### src/rtl/scl_pkg.sv
package scl_pkg;

    localparam int DATA_W     = 21;
    localparam int ADDR_W     = 3;
    localparam int FRAME_BITS = DATA_W + ADDR_W;
    localparam int IDX_W      = $clog2(FRAME_BITS + 2);

    typedef enum logic [0:0] {
        ST_LOCKED = 1'b0,
        ST_FRAME  = 1'b1
    } ldr_state_t;

    typedef struct packed {
        logic              en;
        logic [ADDR_W-1:0] addr;
        logic [DATA_W-1:0] data;
    } wr_req_t;

    function automatic logic addr_is_legal(input logic [ADDR_W-1:0] a);
        return (a != 3'b101) && (a != 3'b111);
    endfunction

    function automatic logic [FRAME_BITS-1:0] shift_in(
        input logic [FRAME_BITS-1:0] sr,
        input logic                  b
    );
        return {b, sr[FRAME_BITS-1:1]};
    endfunction

endpackage

### src/rtl/scl_sync.sv
module scl_sync #(
    parameter int W      = 2,
    parameter int STAGES = 2
) (
    input  logic         clk,
    input  logic         rst,
    input  logic [W-1:0] async_i,
    output logic [W-1:0] lvl_o,
    output logic [W-1:0] prev_o
);
    localparam int LAST = STAGES - 1;

    for (genvar b = 0; b < W; b++) begin : g_bit
        logic [STAGES-1:0] chain;
        logic              hold;
        always_ff @(posedge clk) begin
            if (rst) begin
                chain <= '0;
                hold  <= 1'b0;
            end else begin
                chain <= {chain[STAGES-2:0], async_i[b]};
                hold  <= chain[LAST];
            end
        end
        assign lvl_o[b]  = chain[LAST];
        assign prev_o[b] = hold;
    end

endmodule

### src/rtl/scl_watchdog.sv
module scl_watchdog #(
    parameter int LIMIT = 250000
) (
    input  logic clk,
    input  logic rst,
    input  logic activity_i,
    output logic expired_o
);
    localparam int CW = $clog2(LIMIT + 1);

    logic [CW-1:0] cnt;

    always_ff @(posedge clk) begin
        if (rst) begin
            cnt <= '0;
        end else if (activity_i) begin
            cnt <= '0;
        end else if (cnt != CW'(LIMIT)) begin
            cnt <= cnt + 1'b1;
        end
    end

    assign expired_o = (cnt == CW'(LIMIT)) && !activity_i;

endmodule

### src/rtl/scl_frame.sv
module scl_frame
    import scl_pkg::*;
#(
    parameter int UNLOCK_MIN = 5
) (
    input  logic    clk,
    input  logic    rst,
    input  logic    sclk_rise_i,
    input  logic    sclk_fall_i,
    input  logic    sdata_i,
    input  logic    wd_expired_i,
    input  logic    pwr_down_i,
    output wr_req_t wr_o,
    output logic    err_n_o
);
    localparam int HW = $clog2(UNLOCK_MIN + 1);

    ldr_state_t             st;
    logic [HW-1:0]          hi_cnt;
    logic [IDX_W-1:0]       idx;
    logic                   fall_val;
    logic [FRAME_BITS-1:0]  sr;
    wr_req_t                wr_q;
    logic                   err_n_q;

    logic [ADDR_W-1:0] rx_addr;
    logic [DATA_W-1:0] rx_data;
    logic              pair_inv;
    logic              pair_stop;

    assign rx_addr   = sr[FRAME_BITS-1:DATA_W];
    assign rx_data   = sr[DATA_W-1:0];
    assign pair_inv  = fall_val != sdata_i;
    assign pair_stop = fall_val && sdata_i;

    always_ff @(posedge clk) begin
        if (rst) begin
            st       <= ST_LOCKED;
            hi_cnt   <= '0;
            idx      <= '0;
            fall_val <= 1'b0;
            sr       <= '0;
            wr_q     <= '0;
            err_n_q  <= 1'b1;
        end else begin
            wr_q.en <= 1'b0;
            if (wd_expired_i) begin
                st     <= ST_LOCKED;
                hi_cnt <= '0;
            end else begin
                unique case (st)
                    ST_LOCKED: begin
                        if (sclk_rise_i) begin
                            if (sdata_i) begin
                                if (hi_cnt != HW'(UNLOCK_MIN))
                                    hi_cnt <= hi_cnt + 1'b1;
                            end else begin
                                hi_cnt <= '0;
                                if (hi_cnt == HW'(UNLOCK_MIN) && !pwr_down_i) begin
                                    st      <= ST_FRAME;
                                    idx     <= '0;
                                    err_n_q <= 1'b1;
                                end
                            end
                        end
                    end
                    ST_FRAME: begin
                        if (pwr_down_i) begin
                            st <= ST_LOCKED;
                        end else if (sclk_fall_i) begin
                            fall_val <= sdata_i;
                        end else if (sclk_rise_i) begin
                            if (idx == '0) begin
                                if (pair_inv && !sdata_i) begin
                                    idx <= idx + 1'b1;
                                end else begin
                                    err_n_q <= 1'b0;
                                    st      <= ST_LOCKED;
                                end
                            end else if (idx <= IDX_W'(FRAME_BITS)) begin
                                if (pair_inv) begin
                                    sr  <= shift_in(sr, sdata_i);
                                    idx <= idx + 1'b1;
                                end else begin
                                    err_n_q <= 1'b0;
                                    st      <= ST_LOCKED;
                                end
                            end else begin
                                st <= ST_LOCKED;
                                if (pair_stop && addr_is_legal(rx_addr)) begin
                                    wr_q.en   <= 1'b1;
                                    wr_q.addr <= rx_addr;
                                    wr_q.data <= rx_data;
                                end else begin
                                    err_n_q <= 1'b0;
                                end
                            end
                        end
                    end
                    default: st <= ST_LOCKED;
                endcase
            end
        end
    end

    assign wr_o    = wr_q;
    assign err_n_o = err_n_q;

endmodule

### src/rtl/serial_cfg_loader.sv
module serial_cfg_loader
    import scl_pkg::*;
#(
    parameter int UNLOCK_MIN  = 5,
    parameter int WDOG_CYCLES = 250000,
    parameter int SYNC_STAGES = 2
) (
    input  logic              clk,
    input  logic              rst,
    input  logic              ser_clk_i,
    input  logic              ser_data_i,
    input  logic              pwr_down_i,
    output logic              wr_en_o,
    output logic [ADDR_W-1:0] wr_addr_o,
    output logic [DATA_W-1:0] wr_data_o,
    output logic              err_n_o
);
    localparam int PIN_CLK  = 0;
    localparam int PIN_DATA = 1;

    logic [1:0] lvl, prev, rise, fall;
    logic       wd_expired;
    wr_req_t    wr;

    scl_sync #(.W(2), .STAGES(SYNC_STAGES)) u_sync (
        .clk     (clk),
        .rst     (rst),
        .async_i ({ser_data_i, ser_clk_i}),
        .lvl_o   (lvl),
        .prev_o  (prev)
    );

    assign rise = lvl & ~prev;
    assign fall = ~lvl & prev;

    scl_watchdog #(.LIMIT(WDOG_CYCLES)) u_wdog (
        .clk        (clk),
        .rst        (rst),
        .activity_i (|(rise | fall)),
        .expired_o  (wd_expired)
    );

    scl_frame #(.UNLOCK_MIN(UNLOCK_MIN)) u_frame (
        .clk          (clk),
        .rst          (rst),
        .sclk_rise_i  (rise[PIN_CLK]),
        .sclk_fall_i  (fall[PIN_CLK]),
        .sdata_i      (lvl[PIN_DATA]),
        .wd_expired_i (wd_expired),
        .pwr_down_i   (pwr_down_i),
        .wr_o         (wr),
        .err_n_o      (err_n_o)
    );

    assign wr_en_o   = wr.en;
    assign wr_addr_o = wr.addr;
    assign wr_data_o = wr.data;

endmodule

### config.mk
export PLATFORM = sky130hd
export DESIGN_NAME = serial_cfg_loader
export DESIGN_NICKNAME = d
export VERILOG_FILES = /design/src/rtl/scl_pkg.sv /design/src/rtl/scl_sync.sv /design/src/rtl/scl_watchdog.sv /design/src/rtl/scl_frame.sv /design/src/rtl/serial_cfg_loader.sv
export SDC_FILE = /design/constraint.sdc
export NUM_CORES = 1
export LEC_CHECK = 0
export ABC_AREA = 1
export BUFFER_PORTS_ARGS = -buffer_cell sky130_fd_sc_hd__buf_4
export CORE_UTILIZATION = 59
export DETAILED_ROUTE_END_ITERATION = 8
export HOLD_SLACK_MARGIN = 0.03
export MAX_ROUTING_LAYER = met4
export PLACE_DENSITY = 0.9
export SLEW_MARGIN = 40
export SYNTH_ARGS = -nofsm -noshare
export SYNTH_HDL_FRONTEND = slang
export SYNTH_SLANG_ARGS = --single-unit
### constraint.sdc
create_clock -name clk -period 2 [get_ports clk]
set_input_delay 0.4 -clock clk [delete_from_list [all_inputs] [get_ports clk]]
set_output_delay 0.4 -clock clk [all_outputs]
set_load 0.03 [all_outputs]
==> results of run 1 <==
## report_power, final
group          internal (uW)  switching, uW
Sequential              1680           8.49
Combinational           26.7           60.0
Clock                    742            604
Total                   2450            673
## cell type report
| cell class | instances | area share |
|---|---|---|
| multi-input combinational | 396 | 0.395 |
| inverter | 99 | 0.0844 |
| timing repair buffer | 35 | 0.0653 |
| sequential | 84 | 0.382 |
| clock inverter | 5 | 0.0193 |
| tap | 77 | 0.0219 |
| clock buffer | 11 | 0.0321 |
## logic make-up after synthesis
logic type,after synthesis
compound gates,32
simple gates,351
buf+inv,117
fa+ha+maj,10
flops,84
xor+xnor,3
## how the worst min path moves through the flow
stage	start	depth (start not counted)	endpoint
final	ser_clk_i	3	u_sync.g_bit[0].chain[0]$_SDFF_PP0_
after global routing	rst	2	u_sync.g_bit[0].chain[1]$_SDFF_PP0_
after CTS	ser_data_i	3	u_sync.g_bit[1].chain[0]$_SDFF_PP0_
after detailed placement	u_sync.g_bit[0].chain[0]$_SDFF_PP0_	2	u_sync.g_bit[0].chain[1]$_SDFF_PP0_
after global placement	u_sync.g_bit[0].chain[0]$_SDFF_PP0_	2	u_sync.g_bit[0].chain[1]$_SDFF_PP0_
after floorplan	u_sync.g_bit[0].chain[0]$_SDFF_PP0_	2	u_sync.g_bit[0].chain[1]$_SDFF_PP0_
## synthesized netlist by cell type
cell	n	area share
o21a_1	1	0.0019
clkbuf_1	6	0.0058
dfxtp_1	84	0.43
a21oi_1	16	0.021
nand3_2	2	0.0051
nand4_1	9	0.014
nand3_4	1	0.0045
inv_1	98	0.094
nand3b_1	1	0.0019
inv_2	1	0.00096
nand3_1	21	0.027
buf_2	6	0.0077
ha_1	10	0.032
o21ai_0	13	0.017
nor2_1	146	0.14
or2_2	3	0.0048
nor2_2	2	0.0032
nand2_1	160	0.15
xor2_1	3	0.0067
a211oi_1	1	0.0019
nor3_1	6	0.0077
buf_6	5	0.014
a21boi_0	1	0.0019
buf_1	1	0.00096
## registers in the layout, summed over array words and instances (netlist names)
register            count
u_frame.fall_val        1
u_wdog.cnt             18
u_frame.idx             5
u_frame.sr             24
u_sync.g_bit.hold       2
u_frame.wr_o           25
u_frame.st              1
u_frame.hi_cnt          3
u_frame.err_n_o         1
u_sync.g_bit.chain      4
## through the flow
step	util	setup WS [ns]	hold slack, ns
after CTS	0.693	0.176	0.237
final	0.694	0.155	0.243
after global placement	0.657	0.312	0.394
after floorplan	-	0.362	0.388
after detailed placement	0.657	0.221	0.395
after global routing	0.694	0.0421	0.241
## placed cells by master, fill, tap and decap left out, types with 9 or more instances in the layout
master    count
inv_1        98
nor2_1      146
nand2_1     160
nand4_1       9
nand3_1      20
dfxtp_1      84
a21oi_1      16
o21ai_0      13
clkbuf_8     10
buf_4        33
ha_1         10
## worst reg2reg max path: stages, from the launching register on
cell     delay (ns)
dfxtp_1        0.32
inv_1          0.05
ha_1           0.24
inv_1          0.10
nor2_1         0.25
nand3_1        0.18
nand2_1        0.21
nand2_1        0.09
inv_1          0.08
nand3_1        0.08
nand2_1        0.06
nand3_1        0.05
## layer usage
metal / share of wire / up-vias
li1: - / 1835
met1: 0.43 / 1573
met5: 0 / -
met3: 0.054 / 13
met4: 0.014 / 0
met2: 0.51 / 102
==> impl_results.md, run 1 <==
* Pins Over Slew Limit at 0
* Die ar. at 6940 sq um
* Setup TNS at 0 ns
* Finished Cell Area at 4400 sq um
* Slowest CP cell: dfxtp_1
* Placeable core area at 6350 sq um
* Least-Margin Pin Slew at about 0.38 ns
* Mux cell area share after synthesis at 0
* Simple-Gate Fraction of Synth Area at 0.363
* Yosys reg bits at 84
* HP Class: input pin to flip-flop
* Worst Path Required at 2.23 ns
* Area of the multi-input gates at between 1500 and 2000 sq um
* CTS buffer count at 9
* Kind of critical path: flip-flop to flip-flop
* Nets@finish at 640
* Yosys cell types at 24
* Period utilization at 0.922
* CTS hold repair buffers at 0
* Synth Area per Inst at 6.53 sq um
* Compound-Gate Fraction of Synth Area at 0.0430
* DRT antenna net count at 0
* Initial antenna violation count at 0
* Register area at 1680 sq um
* Die Ht at 83.3 um
* FILL cells at 542
* Htree depth at 3
* Cell count of the worst reg-to-reg path at 11
* Total congestion overflow at 0
* DP Area at 4170 sq um
* Worst path depth at 11
* Largest family of logic cells by synthesized area: simple AND/OR/NAND/NOR gates
* Crit path capture: u_frame.err_n_o$_SDFFE_PP1P_
* Initial DRC count at 172
* XOR/XNOR share of the synthesized area at 0.00674
* Lkg Pwr at 0.00237 uW
* Fmax at 542 MHz
* Post-route total power at 3120 uW
* Crit. End Element: flip-flop
* Final Critical Period at 1.84 ns
* Synth Area in Adders at 0.0321
* Placer Congestion at 0.944
* Final hold vios at 0
* Cts repair resizes at 0
* Vias in the first global route at 3240
* Clock transition at path regs at 0.08 ns
* Placed Cells at slightly below 700
* Total of max-cap violations at 0
* DRT Wirelength at approximately 7600 um
* Deepest clock path buffer count at 2
* Root Buffer: clkbuf_8
* Via count at about 3.5k
* Seq/Total Area, Yosys at 0.431
* Port bufs at 30
* Post-Syn Nets at 612
* Worst-path fanout max at 5
* Share of cells above drive strength 1 at 0.0952
* Initial Util at 0.614
* Remaining DRCs at 0
* Critical path's largest stage delay at 0.32 ns
* Postcts setup bufs at 0
* # rows at 29
* Met3 usage at 0.0606
* Worst path top cell family by delay: simple AND/OR/NAND/NOR gates
* Syn Std Cell Area at 3900 sq um
* First-pass GRT wire length at 13200 um
* CP cell instances: inv_1 -> ha_1 -> inv_1 -> nor2_1 -> nand3_1 -> nand2_1 -> nand2_1 -> inv_1 -> nand3_1 -> nand2_1 -> nand3_1
* CP Launch Type: flip-flop
* Area Overhead vs Synth at 12.9%
* ANT cells at 0
* Reg2reg start: u_sync.g_bit[0].hold$_SDFF_PP0_
* Post-DP HPWL at 5070 um
* Chip width at 83.3 um
* Reg2reg end: u_frame.err_n_o$_SDFFE_PP1P_
* CP Buf/Inv Count at 3
* GRT met1 Usage at 0.260
* Layout Skew at 0.00774 ns
* Reg2reg setup slack at 0.16 ns
* Critical path launch point: u_sync.g_bit[0].hold$_SDFF_PP0_
* I/O pin count at 31
* # setup viols final at 0
* Status: finished clean
* Gr busiest metal: met2
* Power density cells at 709 nW/um^2
* Pre-antenna DRT Iters at 5
* WL/cell at 10.7 um
* Peak supply drop at 0.548 mV
* Unrepaired setup endpoints after global routing: false
* Total GRT Usage at 0.238
* CTS tree: yes
* Yosys warning total at 0
* CTS Sinks at 84
* Largest net degree at the start of global routing at 50
* Post-Synthesis Cells at 597
* DR vias/cell at 4.98
* Worst skew pair latency at between 0.3 and 0.4 ns
* Max transition margin at 0.747
* Non-filler instance count after layout at between 700 and 800
* Met2 Use GR at 0.417
* Critical Path AT at ~2.1 ns
Power figures use the tool's default switching activity.
==> run 2: changes to the inputs <==
--- a/config.mk
+++ b/config.mk
@@ -7,11 +7,12 @@
 export LEC_CHECK = 0
 export ABC_AREA = 1
 export BUFFER_PORTS_ARGS = -buffer_cell sky130_fd_sc_hd__buf_4
-export CORE_UTILIZATION = 59
+export CORE_UTILIZATION = 62
+export CTS_BUF_LIST = sky130_fd_sc_hd__clkbuf_2
 export DETAILED_ROUTE_END_ITERATION = 8
 export HOLD_SLACK_MARGIN = 0.03
 export MAX_ROUTING_LAYER = met4
-export PLACE_DENSITY = 0.9
+export PLACE_DENSITY = 0.93
 export SLEW_MARGIN = 40
 export SYNTH_ARGS = -nofsm -noshare
 export SYNTH_HDL_FRONTEND = slang
==> run 2 against run 1 <==
Clock skew grew 0.0090 ns. Non-clock buffer count rose by 3. Combinational power rose by 3.5%. Wire length shrank 1.5%. First-iteration DRC count up 11%. Critical endpoint is now u_frame.sr[17]$_SDFFE_PP0P_. Setup slack better by 0.070 ns. Clock power down 43%. Final cell count increased by 0.14%. Fmax rose by 4.0%. Register-to-register slack better by 0.07 ns. Total power is 18% lower.
==> impl_results.md, run 2 (synthesized netlist as in run 1, its figures left out) <==
* Status: finished clean
* Placer Congestion at 0.901 (-4.5%)
* Worst path top cell family by delay: simple AND/OR/NAND/NOR gates
* DRT antenna net count at 0 (unchanged)
* Kind of critical path: flip-flop to flip-flop
* Fmax at 563 MHz (+4.0%)
* Cell count of the worst reg-to-reg path at 10 (-1)
* Die Ht at 81.3 um (-2.4%)
* Share of cells above drive strength 1 at 0.0979 (+0.00271)
* Die ar. at 6610 sq um (-4.7%)
* Worst Hold Depth at 3 (unchanged)
* Largest net degree at the start of global routing at 50 (unchanged)
* Max transition margin at 0.716 (-0.0307)
* Power density cells at 595 nW/um^2 (-16%)
* Largest register FFs at 25 (unchanged)
* Chip width at 81.3 um (-2.4%)
* Deepest clock path buffer count at 2 (unchanged)
* CTS buffer count at 9 (unchanged)
* CP Launch Type: flip-flop
* Port bufs at 30 (unchanged)
* Commonest non-fill, non-tap cell in the layout: nand2_1
* Final hold vios at 0 (unchanged)
* ANT cells at 0 (unchanged)
* # setup viols final at 0 (unchanged)
* Post-DP HPWL at 5250 um (+3.5%)
* Peak supply drop at 0.364 mV (-34%)
* Initial DRC count at 191 (+11%)
* DRT Wirelength at 7460 um (-1.5%)
* WL/cell at 10.5 um (-1.7%)
* Setup TNS at 0 ns (unchanged)
* Htree depth at 3 (unchanged)
* Total congestion overflow at 0 (unchanged)
* Critical Path AT at 2.27 ns (+0.19 ns)
* Remaining DRCs at 0 (unchanged)
* Area Overhead vs Synth at 10.2%
* Crit path capture: u_frame.sr[17]$_SDFFE_PP0P_
* Most frequent CP cell: nor2_1
* Worst-path fanout max at 48 (+43)
* DP Area at 4180 sq um (+0.12%)
* Clk network pwr share at 0.302 (-0.129)
* HP Class: input pin to flip-flop
* Sequential share of power at 0.663 (+0.122)
* Period utilization at 0.887 (-0.0352)
* Via count at 3469 (-1.5%)
* Total of max-cap violations at 0 (unchanged)
* Reg2reg start: u_sync.g_bit[1].chain[1]$_SDFF_PP0_
* Finished Cell Area at 4300 sq um (-2.4%)
* Switch Pwr at 673 uW (about the same)
* Worst Path Required at 2.50 ns (+0.27 ns)
* FILL cells at 524 (-3.3%)
* CTS tree: yes
* DR vias/cell at 4.90 (-1.7%)
* Nets@finish at 643 (+0.47%)
* Unrepaired setup endpoints after global routing: false
* Reg2reg end: u_frame.sr[17]$_SDFFE_PP0P_
* # rows at 28 (-3.4%)
* Critical path's largest stage delay at 0.45 ns (+0.13 ns)
* Critical path launch point: u_sync.g_bit[1].chain[1]$_SDFF_PP0_
* Initial antenna violation count at 0 (unchanged)
* Root Buffer: clkbuf_2
* Placeable core area at 5990 sq um (-5.7%)
* Pins Over Slew Limit at 0 (unchanged)
* Initial Util at 0.651 (+0.0368)
* I/O pin count at 31 (unchanged)
* Total GRT Usage at 0.253 (+0.0151)
* Reg2reg setup slack at 0.23 ns (+0.07 ns)
* Slowest CP cell: dfxtp_2
* Most frequent cells in the layout: nand2_1 (160), nor2_1 (146), inv_1 (98), dfxtp_1 (82), buf_4 (34)
* Final Critical Period at 1.77 ns (-0.0703 ns)
* P_int at 1890 uW (-23%)
* Combinational share of power at 0.035 (+0.007)
* First-pass GRT wire length at 12700 um (-3.8%)
* Crit. End Element: flip-flop
* Least-Margin Pin Slew at 0.423 ns (+0.0457 ns)
* Worst path depth at 10 (-1)
* Worst skew pair latency at 0.54 ns (+0.18 ns)
* Layout Skew at 0.0167 ns (+0.00899 ns)
* Clock transition at path regs at 0.22 ns (+0.14 ns)
* Lkg Pwr at 0.00233 uW (-1.8%)
* CTS Sinks at 84 (unchanged)
* Vias in the first global route at 3181 (-1.8%)
* Sw frac at 0.263 (+0.0474)
* Pre-antenna DRT Iters at 5 (unchanged)
* CP cell instances: inv_2 -> ha_1 -> nor2_1 -> nand3_1 -> nor2_1 -> nand3_2 -> buf_12 -> nand2_1 -> nand2_1 -> nor2_1
* CP Buf/Inv Count at 2 (-1)
[run 2: cell count changes in the layout (fill, tap and decap cells not counted), sizes merged]
| cell | change |
|---|---|
| bufinv | -2 |
| clkbuf | -2 |
| clkinvlp | +2 |
| dlygate4sd3 | +2 |
| buf | +1 |
| clkinv | +1 |
| inv | +1 |
[run 2: cell type report]
class	count	area [sq um]	area share
inverter	99	372	0.0865
multi-input combinational	396	1740	0.404
clock inverter	7	52.6	0.0122
clock buffer	9	45.0	0.0105
timing repair buffer	38	315	0.0734
sequential	84	1680	0.392
tap	75	93.8	0.0218
[run 2: worst min path at each step]
stage                                             start                             endpoint  slack [ns]
finish                                       ser_data_i  u_sync.g_bit[1].chain[0]$_SDFF_PP0_        0.04
global route                                 ser_data_i  u_sync.g_bit[1].chain[0]$_SDFF_PP0_        0.03
CTS                                          ser_data_i  u_sync.g_bit[1].chain[0]$_SDFF_PP0_        0.03
detailed placement  u_sync.g_bit[1].chain[0]$_SDFF_PP0_  u_sync.g_bit[1].chain[1]$_SDFF_PP0_        0.40
global placement    u_sync.g_bit[0].chain[0]$_SDFF_PP0_  u_sync.g_bit[0].chain[1]$_SDFF_PP0_        0.39
floorplan           u_sync.g_bit[0].chain[0]$_SDFF_PP0_  u_sync.g_bit[0].chain[1]$_SDFF_PP0_        0.39
[run 2: routing by layer]
metal | up-vias | global-route usage | share of wire
li1 | 1844 | - | -
met1 | 1544 | 0.271 | 0.44
met2 | 66 | 0.447 | 0.50
met3 | 15 | 0.0449 | 0.035
met4 | 0 | 0.127 | 0.017
met5 | - | - | 0
[run 2: stage by stage]
step	total power (uW)	std cells	util	hold WS, ns	setup WS, ns
floorplan	1780	597	-	0.388	0.362
global placement	1810	690	0.697	0.395	0.312
detailed placement	1820	690	0.697	0.398	0.194
CTS	2580	708	0.717	0.0329	0.149
global route	2670	708	0.717	0.0322	0.0651
finish	2560	708	0.717	0.0423	0.225
[run 2: tightest hold or removal path, delay by kind of cell]
family                 cells  cell delay [ns]
and+or+nand+nor            1             0.03
buffers and inverters      2             0.15
[run 2: power by group through the flow]
stage               clock (uW)  combinational (uW)  sequential [uW]
finish                     772                89.7             1700
detailed placement           0                86.2             1730
floorplan                    0                57.8             1730
global placement             0                82.2             1730
global route               872                 102             1700
CTS                        793                89.7             1700
[run 2: repair_timing]
item	4_1_cts	5_1_grt
endpoints found under the setup margin	0	8
buffers inserted	0	0
resized for setup	0	2
hold buffers	2	0
endpoints found under the hold margin	6	0
==> run 3: changes to the inputs <==
--- a/config.mk
+++ b/config.mk
@@ -7,12 +7,13 @@
 export LEC_CHECK = 0
 export ABC_AREA = 1
 export BUFFER_PORTS_ARGS = -buffer_cell sky130_fd_sc_hd__buf_4
-export CORE_UTILIZATION = 62
+export CORE_UTILIZATION = 35
 export CTS_BUF_LIST = sky130_fd_sc_hd__clkbuf_2
 export DETAILED_ROUTE_END_ITERATION = 8
 export HOLD_SLACK_MARGIN = 0.03
 export MAX_ROUTING_LAYER = met4
-export PLACE_DENSITY = 0.93
+export PLACE_DENSITY = 0.62
+export SKIP_CTS_REPAIR_TIMING = 1
 export SLEW_MARGIN = 40
 export SYNTH_ARGS = -nofsm -noshare
 export SYNTH_HDL_FRONTEND = slang
==> run 3 against run 2 <==
Clock power shrank 2%. Clock-buffer cell count unchanged. Total power decreased by 0.72%. Final cell count up 9.0%. Wire length down 3.9%. Via count is 2.6% lower. Setup slack worse by 0.0035 ns. Largest cell class unchanged. Sequential share of layout area down 0.68 points.
==> impl_results.md, run 3 (synthesized netlist as in run 1, its figures left out) <==
* Deepest clock path buffer count at 2 (unchanged)
* # rows at 38 (+36%)
* Share of cells above drive strength 1 at 0.0949 (-0.00301)
* Total GRT Usage at 0.141 (-0.113)
* Peak supply drop at 0.209 mV (-43%)
* DRT Wirelength at 7180 um (-3.9%)
* Reg2reg setup slack at 0.22 ns (about the same)
* CP Launch Type: flip-flop
* Unrepaired setup endpoints after global routing: false
* WHS Endpoint: u_frame.st$_SDFF_PP0_
* Largest register FFs at 25 (unchanged)
* Placeable core area at 10800 sq um (+81%)
* Non-filler instance count after layout at 772 (+9.0%)
* Final Core Density at 0.403 (-0.314)
* CTS Sinks at 84 (unchanged)
* Initial Util at 0.360 (-0.291)
* Worst-path fanout max at 48 (unchanged)
* CTS tree: yes
* Critical Path AT at 2.29 ns (+0.02 ns)
* Worst Path Required at 2.51 ns (about the same)
* ANT cells at 0 (unchanged)
* Total congestion overflow at 0 (unchanged)
* Final hold vios at 0 (unchanged)
* DR vias/cell at 4.38 (-11%)
* Initial DRC count at 229 (+20%)
* Port bufs at 30 (unchanged)
* Clock transition at path regs at 0.22 ns (about the same)
* Period utilization at 0.889 (+0.00177)
* Power density cells at 581 nW/um^2 (-2.4%)
* I/O pin count at 31 (unchanged)
* Cell count of the worst reg-to-reg path at 12 (+2)
* Worst Hold Depth at 4 (+1)
* First-pass GRT wire length at 12700 um (+0.49%)
* Lkg Pwr at 0.00233 uW (about the same)
* Largest net degree at the start of global routing at 50 (unchanged)
* Placer Congestion at 0.843 (-6.4%)
* CTS buffer count at 9 (unchanged)
* Final Critical Period at 1.78 ns (+0.00353 ns)
* Die Ht at 108 um (+32%)
* Area Overhead vs Synth at 12.0%
* Pins Over Slew Limit at 0 (unchanged)
* Htree depth at 3 (unchanged)
* Crit. End Element: flip-flop
* Vias in the first global route at 3016 (-5.2%)
* Chip width at 108 um (+32%)
* WL/cell at 9.30 um (-12%)
* Post-Place Worst Slack at 0.189 ns (-0.00446 ns)
* HP Class: input pin to flip-flop
* DRT antenna net count at 0 (unchanged)
* Most frequent cells in the layout: nand2_1 (160), nor2_1 (146), inv_1 (98), dfxtp_1 (83), buf_4 (33)
* Kind of critical path: flip-flop to flip-flop
* # setup viols final at 0 (unchanged)
* Critical path launch point: u_frame.idx[0]$_SDFFE_PP0P_
* Commonest non-fill, non-tap cell in the layout: nand2_1
* Root Buffer: clkbuf_2
* Fmax at 562 MHz (-0.20%)
* Initial antenna violation count at 0 (unchanged)
* Nets@finish at 643 (unchanged)
* Total of max-cap violations at 0 (unchanged)
* Setup TNS at 0 ns (unchanged)
* Reg2reg start: u_frame.idx[0]$_SDFFE_PP0P_
* Worst skew pair latency at 0.56 ns (+0.02 ns)
* Status: finished clean
* Least-Margin Pin Slew at 0.393 ns (-0.0302 ns)
* Pre-antenna DRT Iters at 5 (unchanged)
* Worst hold start: pwr_down_i
* Remaining DRCs at 0 (unchanged)
* Via count at 3378 (-2.6%)
* Post-DP HPWL at 5020 um (-4.4%)
* Reg2reg end: u_frame.sr[2]$_SDFFE_PP0P_
* Layout Skew at 0.0233 ns (+0.00657 ns)
* Placed Cells at 754 (+9.3%)
* Final worst slack at 0.222 ns (-0.00353 ns)
* Max transition margin at 0.736 (+0.0203)
* Die ar. at 11600 sq um (+75%)
## run 3: cell count changes in the layout (fill, tap and decap cells not counted)
cell and change:
buf_4 -1, dfxtp_2 -1, clkinv_2 +2, clkinv_1 -1, clkinvlp_4 -1, inv_6 -1, dlygate4sd3_1 +1, dfxtp_1 +1
## run 3: how the worst max path moves through the flow
stage,end,slack [ns],depth (start not counted)
floorplan,u_frame.sr[23]$_SDFFE_PP0P_,0.36,10
global placement,u_frame.sr[17]$_SDFFE_PP0P_,0.20,9
detailed placement,u_frame.sr[7]$_SDFFE_PP0P_,0.19,10
CTS,u_frame.sr[17]$_SDFFE_PP0P_,0.14,10
global route,u_frame.sr[7]$_SDFFE_PP0P_,0.02,12
finish,u_frame.sr[2]$_SDFFE_PP0P_,0.22,12
## run 3: worst max-delay path, cell delays in order (launching register included)
cell and delay [ns]:
dfxtp_1 0.45, inv_1 0.08, ha_1 0.23, inv_1 0.06, nor2_1 0.04, nand2_1 0.11, nand3_1 0.12, nor2_1 0.13
nand3_2 0.11, buf_12 0.19, nand2_1 0.07, nand2_1 0.05, nor2_1 0.08
## run 3: routing by layer
layer,routed length (um),track usage,share of wire
met5,0,-,0
met4,116,0.0597,0.016
met2,3170,0.230,0.44
met3,348,0.0387,0.048
met1,3540,0.163,0.49
## run 3: stage by stage
step	instance area, sq um	power [uW]	hold slack, ns
floorplan	3900	1780	0.388
global placement	4250	1810	0.394
detailed placement	4250	1820	0.394
CTS	4340	2580	-0.0406
global route	4370	2660	0.139
finish	4370	2540	0.145
## run 3: final cells by class
type,count,area (sq um)
fillers,1152,6470
multi-input cells,396,1740
flip-flops and latches,84,1680
inverters,99,372
repair buffers,38,318
well taps,140,175
clock buffers,9,45.0
clock inverters,6,42.5
## run 3: report_power, final
group,internal (uW),total (uW),switching (uW),leakage [uW]
Sequential,1690,1700,7.77,0.000678
Combinational,30.7,90.1,59.4,0.00159
Clock,156,754,598,0.0000537
Total,1880,2540,665,0.00233
